**config.mk**
```make
export PLATFORM = sky130hd
export DESIGN_NAME = nand_col_mapper
export DESIGN_NICKNAME = d
export VERILOG_FILES = /design/src/rtl/nand_map_pkg.sv /design/src/rtl/nand_spare_geom.sv /design/src/rtl/nand_spare_locate.sv /design/src/rtl/nand_col_mapper.sv
export SDC_FILE = /design/constraint.sdc
export NUM_CORES = 1
export LEC_CHECK = 0
export BUFFER_PORTS_ARGS = -buffer_cell sky130_fd_sc_hd__buf_2
export CAP_MARGIN = 10
export CORE_ASPECT_RATIO = 0.9
export CORE_MARGIN = 3
export CORE_UTILIZATION = 45
export DETAILED_ROUTE_END_ITERATION = 6
export GPL_ROUTABILITY_DRIVEN = 0
export PLACE_DENSITY = 0.72
export SYNTH_ARGS = -nofsm -noshare
export SYNTH_HDL_FRONTEND = slang
export SYNTH_SLANG_ARGS = --single-unit
export TNS_END_PERCENT = 10
```
**constraint.sdc**
```tcl
create_clock -name clk -period 18.3 [get_ports clk]
set_input_delay 3.66 -clock clk [delete_from_list [all_inputs] [get_ports clk]]
set_output_delay 3.66 -clock clk [all_outputs]
set_load 0.01 [all_outputs]
```
**src/rtl/nand_map_pkg.sv**
```systemverilog
package nand_map_pkg;

    localparam int COL_W   = 13;
    localparam int SPARE_W = 9;
    localparam int ADDR_W  = 13;
    localparam int CHUNK_BYTES_LOG2 = 9;

    typedef enum logic [1:0] {
        PG_512  = 2'd0,
        PG_2K   = 2'd1,
        PG_4K   = 2'd2,
        PG_BAD  = 2'd3
    } page_sel_e;

    typedef struct packed {
        logic [ADDR_W-1:0]  addr;
        logic               is_spare;
        logic [COL_W-1:0]   run_len;
        logic               err;
        logic [SPARE_W-2:0] words;
    } map_result_t;

    // log2 of the number of 512-byte chunks in a page
    function automatic logic [1:0] chunk_shift(input page_sel_e sel);
        case (sel)
            PG_2K:   return 2'd2;
            PG_4K:   return 2'd3;
            default: return 2'd0;
        endcase
    endfunction

    function automatic logic [COL_W-1:0] page_bytes(input page_sel_e sel);
        if (sel == PG_BAD) return '0;
        return COL_W'(1) << (CHUNK_BYTES_LOG2 + int'(chunk_shift(sel)));
    endfunction

endpackage

```
**src/rtl/nand_spare_geom.sv**
```systemverilog
module nand_spare_geom
    import nand_map_pkg::*;
#(
    parameter int NBUF      = 8,
    parameter int BUF_BYTES = 64,
    localparam int IDX_W    = $clog2(NBUF)
) (
    input  page_sel_e            sel,
    input  logic [SPARE_W-1:0]   spare,
    output logic [COL_W-1:0]     pg_bytes,
    output logic [IDX_W-1:0]     last_idx,
    output logic [SPARE_W-1:0]   per_buf,
    output logic [SPARE_W-1:0]   last_size,
    output logic                 cfg_err
);
    localparam int LEAD_W = SPARE_W + 3;

    logic [1:0]        shift;
    logic [3:0]        chunks_m1;
    logic [LEAD_W-1:0] lead_bytes;

    always_comb begin
        shift      = chunk_shift(sel);
        pg_bytes   = page_bytes(sel);
        chunks_m1  = (4'd1 << shift) - 4'd1;
        last_idx   = IDX_W'(chunks_m1);
        per_buf    = (spare >> shift) & ~SPARE_W'(1);
        // bytes held by all buffers before the last one
        lead_bytes = (LEAD_W'(per_buf) << shift) - LEAD_W'(per_buf);
        last_size  = spare - lead_bytes[SPARE_W-1:0];
        cfg_err    = (sel == PG_BAD) || (per_buf == '0)
                   || (int'(last_size) > BUF_BYTES)
                   || (int'(chunks_m1) > NBUF - 1);
    end
endmodule

```
**src/rtl/nand_spare_locate.sv**
```systemverilog
module nand_spare_locate
    import nand_map_pkg::*;
#(
    parameter int NBUF      = 8,
    parameter int BUF_BYTES = 64,
    localparam int IDX_W    = $clog2(NBUF),
    localparam int OFF_W    = $clog2(BUF_BYTES)
) (
    input  logic [COL_W-1:0]   soff,
    input  logic [SPARE_W-1:0] per_buf,
    input  logic [IDX_W-1:0]   last_idx,
    input  logic [SPARE_W-1:0] spare,
    output logic [IDX_W-1:0]   idx,
    output logic [OFF_W-1:0]   byte_off,
    output logic [COL_W-1:0]   run_len,
    output logic               range_err
);
    logic [NBUF-1:0]  past_edge;
    logic [COL_W-1:0] base;
    logic [COL_W-1:0] off_full;

    // one comparator per buffer boundary: a thermometer code of the index
    assign past_edge[0] = 1'b0;
    for (genvar k = 1; k < NBUF; k++) begin : g_edge
        assign past_edge[k] = (IDX_W'(k) <= last_idx)
                           && (soff >= COL_W'(k) * COL_W'(per_buf));
    end

    always_comb begin
        idx = '0;
        for (int k = 1; k < NBUF; k++) begin
            if (past_edge[k]) idx = idx + IDX_W'(1);
        end
        base      = COL_W'(idx) * COL_W'(per_buf);
        off_full  = soff - base;
        byte_off  = off_full[OFF_W-1:0];
        range_err = soff >= COL_W'(spare);
        if (idx == last_idx) run_len = COL_W'(spare) - soff;
        else                 run_len = COL_W'(per_buf) - off_full;
    end
endmodule

```
**src/rtl/nand_col_mapper.sv**
```systemverilog
module nand_col_mapper
    import nand_map_pkg::*;
#(
    parameter int NBUF       = 8,
    parameter int BUF_BYTES  = 64,
    parameter int SPARE_BASE = 'h1000
) (
    input  logic               clk,
    input  logic               rst,
    input  logic               in_valid,
    input  logic [1:0]         in_page_sel,
    input  logic [SPARE_W-1:0] in_spare_bytes,
    input  logic [COL_W-1:0]   in_column,
    input  logic               in_spare_only,
    output logic               out_valid,
    output logic [ADDR_W-1:0]  out_addr,
    output logic               out_is_spare,
    output logic [COL_W-1:0]   out_run_len,
    output logic               out_err,
    output logic [SPARE_W-2:0] out_spare_words
);
    localparam int IDX_W = $clog2(NBUF);
    localparam int OFF_W = $clog2(BUF_BYTES);

    page_sel_e          sel;
    logic [COL_W-1:0]   pg_bytes;
    logic [IDX_W-1:0]   last_idx;
    logic [SPARE_W-1:0] per_buf;
    logic [SPARE_W-1:0] last_size;
    logic               cfg_err;
    logic               to_spare;
    logic [COL_W-1:0]   soff;
    logic [IDX_W-1:0]   idx;
    logic [OFF_W-1:0]   byte_off;
    logic [COL_W-1:0]   spare_len;
    logic               range_err;
    map_result_t        nxt, cur;

    assign sel = page_sel_e'(in_page_sel);

    nand_spare_geom #(.NBUF(NBUF), .BUF_BYTES(BUF_BYTES)) u_geom (
        .sel(sel), .spare(in_spare_bytes), .pg_bytes(pg_bytes),
        .last_idx(last_idx), .per_buf(per_buf), .last_size(last_size),
        .cfg_err(cfg_err)
    );

    assign to_spare = in_spare_only || (in_column >= pg_bytes);
    assign soff     = in_spare_only ? in_column : in_column - pg_bytes;

    nand_spare_locate #(.NBUF(NBUF), .BUF_BYTES(BUF_BYTES)) u_loc (
        .soff(soff), .per_buf(per_buf), .last_idx(last_idx),
        .spare(in_spare_bytes), .idx(idx), .byte_off(byte_off),
        .run_len(spare_len), .range_err(range_err)
    );

    always_comb begin
        nxt       = '0;
        nxt.words = in_spare_bytes[SPARE_W-1:1];
        if (cfg_err || (to_spare && range_err)) begin
            nxt.err = 1'b1;
        end else if (to_spare) begin
            nxt.is_spare = 1'b1;
            nxt.addr     = ADDR_W'(SPARE_BASE)
                         + (ADDR_W'(idx) << OFF_W) + ADDR_W'(byte_off);
            nxt.run_len  = spare_len;
        end else begin
            nxt.addr     = ADDR_W'(in_column);
            nxt.run_len  = pg_bytes - in_column;
        end
    end

    always_ff @(posedge clk) begin
        if (rst) begin
            out_valid <= 1'b0;
            cur       <= '0;
        end else begin
            out_valid <= in_valid;
            if (in_valid) cur <= nxt;
        end
    end

    assign out_addr        = cur.addr;
    assign out_is_spare    = cur.is_spare;
    assign out_run_len     = cur.run_len;
    assign out_err         = cur.err;
    assign out_spare_words = cur.words;
endmodule

```
# Yosys cells after proc, flatten, opt, wreduce, memory -nomap -nowiden
# Index checks and enable logic that the tools add are counted.
# W data, S select, Z words.
[totals]
output_inout_bits = 37
ff_bits = 37
[op_classes]
addsub = 17
eq_ne = 4
n_reduce_logical = 14
mux = 19
n_lt_le_gt_ge = 18
n_mul = 5
shift = 4
[op_table]
columns = ["cell", "n"]
rows = [
  ["$mux W13", 6],
  ["$ge A13 B12 Y1", 3],
  ["$shl A1 B32 Y13 const A", 1],
  ["$mux W27", 1],
  ["$ge A13 B11 Y1", 2],
  ["$ge A13 B9 Y1", 2],
  ["$sub A13 B13 Y13", 2],
  ["$sub A9 B13 Y13", 2],
  ["$mul A3 B8 Y11 const A", 2],
  ["$mul A2 B8 Y10 const A", 2],
  ["$mux W3", 6],
  ["$sub A9 B9 Y9", 2],
  ["$add A3 B1 Y3 const B", 5],
  ["$add A13 B6 Y13", 1],
  ["$add A13 B9 Y13 const A", 1],
  ["$ge A13 B10 Y1", 1],
  ["$ge A13 B13 Y1", 1],
  ["$sub A13 B12 Y13", 1],
  ["$le A3 B3 Y1 const A", 4],
  ["$mul A3 B8 Y11", 1],
  ["$gt A9 B7 Y1 const B", 1],
  ["$logic_not A9 Y1", 1],
  ["$shl A9 B2 Y9", 1],
  ["$shr A9 B2 Y9", 1],
  ["15 further kinds", 31],
]

# Logic depth before layout (Yosys ltp)
# Gate-level depths: netlist of run 1.
[logic_depth]
ltp_word = 29
ltp_mapped = 59
mapped_depth_nobuf = 57

# Hierarchy
# A second synthesis of run 1 with hierarchy kept.
[unflattened]
cells_unflattened = 1216
area_unflattened_um2 = 9494.1
[by_module_without_submodules]
columns = ["mod", "area_each_um2", "seq_area_each_um2", "cells_per_inst", "instances"]
rows = [
  ["nand_spare_locate", 5436.5, 0.0, 696, 1],
  ["nand_col_mapper", 2949.1, 740.7, 375, 1],
  ["nand_spare_geom", 1108.6, 0.0, 145, 1],
]

# Least setup slack after synthesis of run 1
# No wires, ideal clock.
[synth_timing]
path_kind = "input to register"
start = "in in_page_sel[0]"
end = "reg cur, in the netlist out_run_len[12]"
n_path_buf = 3
cell_stages = 54
t_required_ps = 18175
arrival_ps = 14553
slack_ps = 3622
path_cell_list = "inv_1 -> ha_1 -> buf_2 -> clkbuf_1 -> buf_1 -> mux4_2 -> ha_1 -> and3_4 -> o31ai_4 -> xor2_1 -> ha_1 -> a211oi_1 -> nand2_1 -> o221ai_1 -> a2111oi_0 -> nor4_1 -> a211o_1 -> a31o_2 -> (+18 left out) -> fa_1 -> inv_1 -> ha_1 -> a21o_1 -> a21oi_1 -> o21ai_0 -> a21oi_1 -> xnor2_1 -> ha_1 -> a21o_1 -> o21a_1 -> o21a_1 -> or3_1 -> a2111oi_0 -> xnor2_1 -> a41oi_1 -> a311oi_1 -> nor3_1"
[synth_between]
elab_chain_cells = 29
word_cells_on_any_way = 75
cone_classes = "add/sub (15); mul (5); order compare (18); eq/ne (4); shift (4); mux (15); reduce/logical (14)"
[synth_rtl]
columns = ["item", "line", "source"]
rows = [
  ["start: declaration", "nand_col_mapper.sv:11", "input logic [1:0] in_page_sel,"],
  ["$eq A2 B2 Y1 / $eq A2 B1 Y1 (equally long branches)", "nand_map_pkg.sv:25", "case (sel)"],
  ["$pmux W2 S2", "nand_map_pkg.sv:25", ""],
  ["$mux W2", "nand_map_pkg.sv:34", "return COL_W'(1) << (CHUNK_BYTES_LOG2 + int'(chunk_shift(sel)));"],
  ["$add A4 B2 Y5", "nand_map_pkg.sv:34", ""],
  ["$shl A1 B32 Y13", "nand_map_pkg.sv:34", ""],
  ["$mux W13", "nand_map_pkg.sv:34", ""],
  ["$sub A13 B13 Y13", "nand_col_mapper.sv:48", "assign soff = in_spare_only ? in_column : in_column - pg_bytes;"],
  ["$mux W13", "nand_col_mapper.sv:48", ""],
  ["(+13 left out)", "--", ""],
  ["$add A3 B1 Y3", "nand_spare_locate.sv:32", "if (past_edge[k]) idx = idx + IDX_W'(1);"],
  ["$mux W3", "nand_spare_locate.sv:32", ""],
  ["$mul A3 B8 Y11", "nand_spare_locate.sv:34", "base = COL_W'(idx) * COL_W'(per_buf);"],
  ["$sub A13 B12 Y13", "nand_spare_locate.sv:35", "off_full = soff - base;"],
  ["$sub A9 B13 Y13", "nand_spare_locate.sv:39", "else run_len = COL_W'(per_buf) - off_full;"],
  ["$mux W13", "nand_spare_locate.sv:38", "if (idx == last_idx) run_len = COL_W'(spare) - soff;"],
  ["$mux W13", "nand_col_mapper.sv:61", "end else if (to_spare) begin"],
  ["$mux W27 (*)", "nand_col_mapper.sv:59", "if (cfg_err || (to_spare && range_err)) begin"],
  ["end signal: assignment", "nand_col_mapper.sv:78", "if (in_valid) cur <= nxt;"],
  ["end: declaration", "nand_col_mapper.sv:37", "map_result_t nxt, cur;"],
]
# Every way passes the cells marked *; elsewhere a longest branch is shown, timed or not. The select of a mux whose other input is x is not followed.
# A chain may end at the register's enable or synchronous reset.

# Worst setup path after layout of run 1
# Ends and elaborated chain as after synthesis.

==> results of run 1 <==
[sequential cells by signal (all words and copies together), names as in the netlist]
name             cells
out_addr            13
out_run_len         13
out_spare_words      8
out_err              1
out_is_spare         1
out_valid            1
[cell type report]
cell class,instances,area [sq um],share of cell area (%)
Clock buffer,5,125,1.41
Timing Repair Buffer,74,395,4.47
Sequential cell,37,741,8.37
Multi-Input combinational cell,867,6840,77.2
Clock inverter,3,43.8,0.495
Tap cell,240,300,3.39
Inverter,109,409,4.62
[power breakdown]
group,switching [mW],internal [mW],total (mW)
Sequential,0.00116,0.0830,0.0841
Clock,0.0359,0.0645,0.100
Combinational,0.666,0.482,1.15
[logic make-up after synthesis]
group                    Yosys count  share of synthesized area (%)
adder cells (fa/ha/maj)          172                           28.1
buffers and inverters            146                           7.30
XOR/XNOR                          77                           8.62
multiplexers                      31                           4.88
flip-flops                        37                           9.06
AO/OA/AOI/OAI                    265                           22.7
AND/OR/NAND/NOR                  322                           19.3
[metrics by stage]
step,std cells,instance area (sq um)
floorplan,1050,8180
global placement,1327,8680
detailed placement,1327,8680
CTS,1335,8850
global route,1335,8850
finish,1335,8850
[cells in the final DEF, fill, tap and decap left out, types with 9 or more instances in the layout]
cell type	netlist	final
o21a_1	11	11
inv_1	105	105
nand2_1	75	75
a2111oi_0	10	10
nor2_1	96	96
buf_2	8	64
mux2i_1	23	23
a21o_1	17	17
dfxtp_1	37	37
o21bai_1	10	10
nor2b_1	13	13
buf_4	0	10
a21boi_0	9	9
o21ai_0	47	47
a21oi_1	69	69
ha_1	139	139
or3_1	15	15
xnor2_1	55	55
fa_1	23	23
nand2b_1	20	20
maj3_1	10	10
nand3_1	31	31
a221oi_1	11	11
and2_1	12	12
nor3_1	19	19
xor2_1	19	19
[metal layers]
metal / vias up / GRT usage, % / routed length, microns
li1: 3830 / - / -
met4: 0 / 7.18 / 664
met1: 3732 / 34.2 / 10800
met3: 59 / 5.74 / 2630
met2: 358 / 38.9 / 11100
met5: - / 0 / 0
[critical path: cells and delay by family]
family	cells	cell delay, ns
buffers and inverters	7	1.04
AOI/OAI and AO/OA	22	4.71
xor gates and xnor gates	5	0.85
and+or+nand+nor	9	2.20
muxes	1	0.23
adders and majority gates	10	3.66
[cell usage after synthesis (all sizes together) (13+ instances only)]
cell type,count
a21o,17
a21oi,71
buf,19
clkbuf,18
dfxtp,37
fa,23
ha,139
inv,107
mux2i,25
nand2,76
nand2b,20
nand3,31
nor2,98
nor2b,13
nor3,20
o21ai,51
or3,15
xnor2,57
xor2,19
[worst min path at each step]
stage	endpoint	slack [ns]	depth (start not counted)
after detailed placement	out_is_spare	0.46	2
final	out_is_spare	0.47	2
after global placement	out_addr[12]	0.45	2
after CTS	out_addr[12]	0.47	2
after global routing	out_addr[12]	0.48	2
after floorplan	out_addr[12]	0.49	2
==> out/qor.yml, run 1 <==
routing:
  drt.antenna.violating_nets: 0
  wirelength_mm: 25.2
  num_vias: 7979
  vias_per_cell: 5.98
  wl_per_cell_microns: 18.9
  drt_iter0_markers: 641
  drc: 0
  dr.pass1.iters: 5
global_route:
  grt.overflow.total: 0
  grt_pass1_wl_mm: 39.7
  grt_max_degree: 38
  grt_antenna_before_repair: 0
  grt.total_usage_pct: 24.8
  first_global_vias: 7432
critical_path:
  worst-setup-path-type: "input port to flip-flop"
  worstSetupEndpointType: "flip-flop"
  max_stage_delay_ns: 0.68
  r2r_cells: 4
  slowest_stage: "ha_1"
  path_common_cell: "ha_1"
  crit_path_max_fanout: 15
  worstPathRequired_ns: 18.47
  worst-r2r-setup-slack_ns: 17.25
  crit_path_start_kind: "input port"
  cp-endpoint: "out_run_len[12]"
  arrival_ns: 16.38
  startpoint: "in_page_sel[0]"
  rr_endpoint: "out_run_len[12]"
  rr_startpoint: "out_run_len[12]"
sta:
  setup_viol: 0
  fin_crit_sh_pct: 88.6
  tns_ns: 0
  rsz0062_at_grt: "no"
  fmax_mhz: 61.7
  fin_skew_ns: 0
  slew_headroom_pct: 32.4
  fin_ws_ns: 2.09
  hold_ws_ns: 0.466
  final_hold_viol_count: 0
  min_period_ns: 16.21
  worst_pin_slew_ns: 1.01
  slew_violations: 0
synthesis:
  synth_top_area_share_pct: 21.3
  synthFlopType: "dfxtp_1"
  yosysTopAreaCell: "ha_1"
  synth_area_sq_um: 8180
  netlist_instances: 1050
  synth_edf_count: 0
  synth-async-reset-ratio_pct: 0
  synth.ff_latch_count: 37
  postSynthNetCount: 1240
  synth-seq-area-share_pct: 9.06
  ys.warnings.count: 0
  synth_area_leaders: "ha_1 (21%), dfxtp_1 (9.1%), xnor2_1 (5.9%), fa_1 (5.6%), inv_1 (4.8%)"
  syn_area_per_cell_sq_um: 7.79
  synthDistinctLibCells: 86
clock_tree:
  clk_pin_slew_worst_paths_ns: 0.06
  cts_hold_buf: 0
  root_buffer: "clkbuf_16"
  cts_resized: 0
  post-cts-setup-buffers: 0
  clk_path_buf_depth: 2
  numCtsBuffers: 5
  htreeDepth: 2
  clock_sinks: 37
  clk_latency_ns: 0.29
  cts_tree: "built"
layout:
  final_util_pct: 49.9
  antenna_cells: 0
  n_fill_cell: 1756
  final_nets: 1284
  area_growth_syn_to_layout_pct: 8.28
  drive_gt1_share_pct: 11.1
die:
  design.core.area_sq_um: 17700
  io_pins: 65
  dieArea_sq_um: 19800
  dieWidth_microns: 148
  die_h_microns: 134
  num_rows: 46
  initial_core_util_pct: 46.1
pwr:
  ir_worst_vdd_mv: 0.140
  power_density_nw_per_um2: 151
  leakagePower_nw: 4.16
  power_mw: 1.33
place:
  io_buffers: 64
  post-dp-hpwl_mm: 19.8
  dp_slack_ns: 2.02
worst_hold_path:
  hold_class: "flip-flop to flip-flop"
  hold_path_startpoint: "out_is_spare"
job:
  max_cap_violations: 0
run_status:
  outcome: "finished clean"
No activity file was read; power rests on OpenSTA's default activity.
==> run 2: changes to the inputs <==
Settings changed: ABC_AREA from default to 1.
Clock period 18.3 ns to 20.3 ns, I/O delays scaled along.
==> run 2 against run 1 <==
Cell area down 2.8%; utilization rose by 0.49 points; synthesized cell count rose by 15%; total power fell by 33%; clock-buffer cell count unchanged.
==> out/qor.yml, run 2 <==
layout:
  antenna_cells: 0
  drive_gt1_share_pct: 11.3
  final_nets: 1444
  fin_cells: 1490
  area_growth_syn_to_layout_pct: 8.61
  final_util_pct: 50.4
  final_cell_mix: "nand2_1 (281), inv_1 (179), ha_1 (139), a21oi_1 (94), nand3_1 (81)"
  fin_area_sq_um: 8600
  final_common_cell: "nand2_1"
critical_path:
  arrival_ns: 15.33
  crit_path_start_kind: "input port"
  slowest_stage: "ha_1"
  worst-setup-path-type: "input port to flip-flop"
  worstSetupEndpointType: "flip-flop"
  crit_path_max_fanout: 22
  max_stage_delay_ns: 0.61
  worstPathRequired_ns: 20.44
  path_common_cell: "inv_1"
sta:
  fmax_mhz: 65.8
  final_hold_viol_count: 0
  fin_crit_sh_pct: 74.8
  slew_headroom_pct: 39.4
  min_period_ns: 15.19
  fin_skew_ns: 0
  setup_viol: 0
  rsz0062_at_grt: "no"
  worst_pin_slew_ns: 0.908
  tns_ns: 0
  fin_ws_ns: 5.11
  slew_violations: 0
  hold_ws_ns: 0.460
clock_tree:
  clk_pin_slew_worst_paths_ns: 0.06
  numCtsBuffers: 5
  clk_path_buf_depth: 2
  cts_resized: 0
  cts_hold_buf: 0
  clock_sinks: 37
  cts_tree: "built"
  root_buffer: "clkbuf_16"
  clk_latency_ns: 0.28
  htreeDepth: 2
  post-cts-setup-buffers: 0
global_route:
  grt_use_met1_pct: 34.2
  grt_antenna_before_repair: 0
  grt.overflow.total: 0
  grt.total_usage_pct: 24.2
  met2_usage_pct: 38.6
  top_usage_layer: "met2"
  grt_pass1_wl_mm: 38.3
  first_global_vias: 7387
  grt_max_degree: 38
  gr-usage-met3_pct: 2.30
synthesis:
  netlist_instances: 1205
  synth-seq-area-share_pct: 9.35
  yosysTopAreaCell: "ha_1"
  synth_area_sq_um: 7920
  synth_common_cells: "nand2_1 (281), inv_1 (179), ha_1 (139)"
  syn_area_per_cell_sq_um: 6.57
  synthDistinctLibCells: 53
  postSynthNetCount: 1395
  yosysMostFrequentCell: "nand2_1"
  synth-async-reset-ratio_pct: 0
  synth_area_leaders: "ha_1 (22%), nand2_1 (13%), dfxtp_1 (9.4%), inv_1 (8.5%), a21oi_1 (5.9%)"
  ys.warnings.count: 0
  synth_edf_count: 0
  synth_top_area_share_pct: 22.0
  synthFlopType: "dfxtp_1"
  synth.ff_latch_count: 37
place:
  post-dp-hpwl_mm: 19.4
  io_buffers: 64
  dp_slack_ns: 4.98
  dp_cells: 1482
  postPlaceCellArea_sq_um: 8430
routing:
  vias_per_cell: 5.45
  drt_iter0_markers: 689
  num_vias: 8126
  drc: 0
  drt.antenna.violating_nets: 0
  wirelength_mm: 24.0
  wl_per_cell_microns: 16.1
  dr.pass1.iters: 5
pwr:
  power_mw: 0.897
  ir_worst_vdd_mv: 0.0509
  power_density_nw_per_um2: 104
  leakagePower_nw: 4.63
die:
  dieArea_sq_um: 19200
  dieWidth_microns: 146
  initial_core_util_pct: 46.4
  num_rows: 45
  die_h_microns: 132
  design.core.area_sq_um: 17100
  io_pins: 65
run_status:
  outcome: "finished clean"
worst_hold_path:
  hold_class: "flip-flop to flip-flop"
job:
  max_cap_violations: 0
-- run 2: changes by cell type after synthesis, moves of 15 or more --
cell,delta
xor2_1,+26
inv_1,+74
xnor2_1,-35
nand2b_1,-20
nand2_2,+24
a21oi_1,+25
or3_1,-15
nor2_1,-24
nand2_1,+206
nand3_1,+50
mux2i_1,-22
-- run 2: path summary, 6_finish.rpt --
| check | from | end | slack [ns] | cells after the start |
|---|---|---|---|---|
| max | in_page_sel[0] | out_run_len[12] | 5.11 | 67 |
| min | out_run_len[6] | out_run_len[6] | 0.46 | 2 |
| max reg2reg | out_addr[6] | out_addr[6] | 19.59 | 2 |
| min reg2reg | out_run_len[6] | out_run_len[6] | 0.46 | 2 |
-- run 2: cell type report --
type	count	area, sq um
fill	1747	8460
multi-input combinational	954	6340
sequential	37	741
inverter	187	702
timing repair buffer	69	358
tap	235	294
clock buffer	5	125
clock inverter	3	46.3
-- run 2: logic make-up after synthesis --
group | count (synthesis) | share of synthesized area [%]
compound gates | 199 | 14.7
xor+xnor | 65 | 7.19
fa+ha+maj | 163 | 27.9
buf+inv | 214 | 10.6
flops | 37 | 9.35
mux | 1 | 0.126
simple gates | 526 | 30.0
-- run 2: report_power, final --
group          switching [mW]  internal (mW)
registers             0.00135         0.0755
logic                   0.452          0.280
clock network          0.0304         0.0581
total                   0.483          0.414
-- run 2: worst max-delay path: cells and delay by family --
family,cells,cell delay (ns)
xor+xnor,1,0.14
compound gates,11,1.94
fa+ha+maj,11,3.78
buf+inv,15,1.75
simple gates,29,3.62
-- run 2: metal layers --
layer	up-vias	wire, microns
li1	4053	-
met1	3660	11000
met2	347	10200
met3	66	1940
met4	0	875
met5	-	0
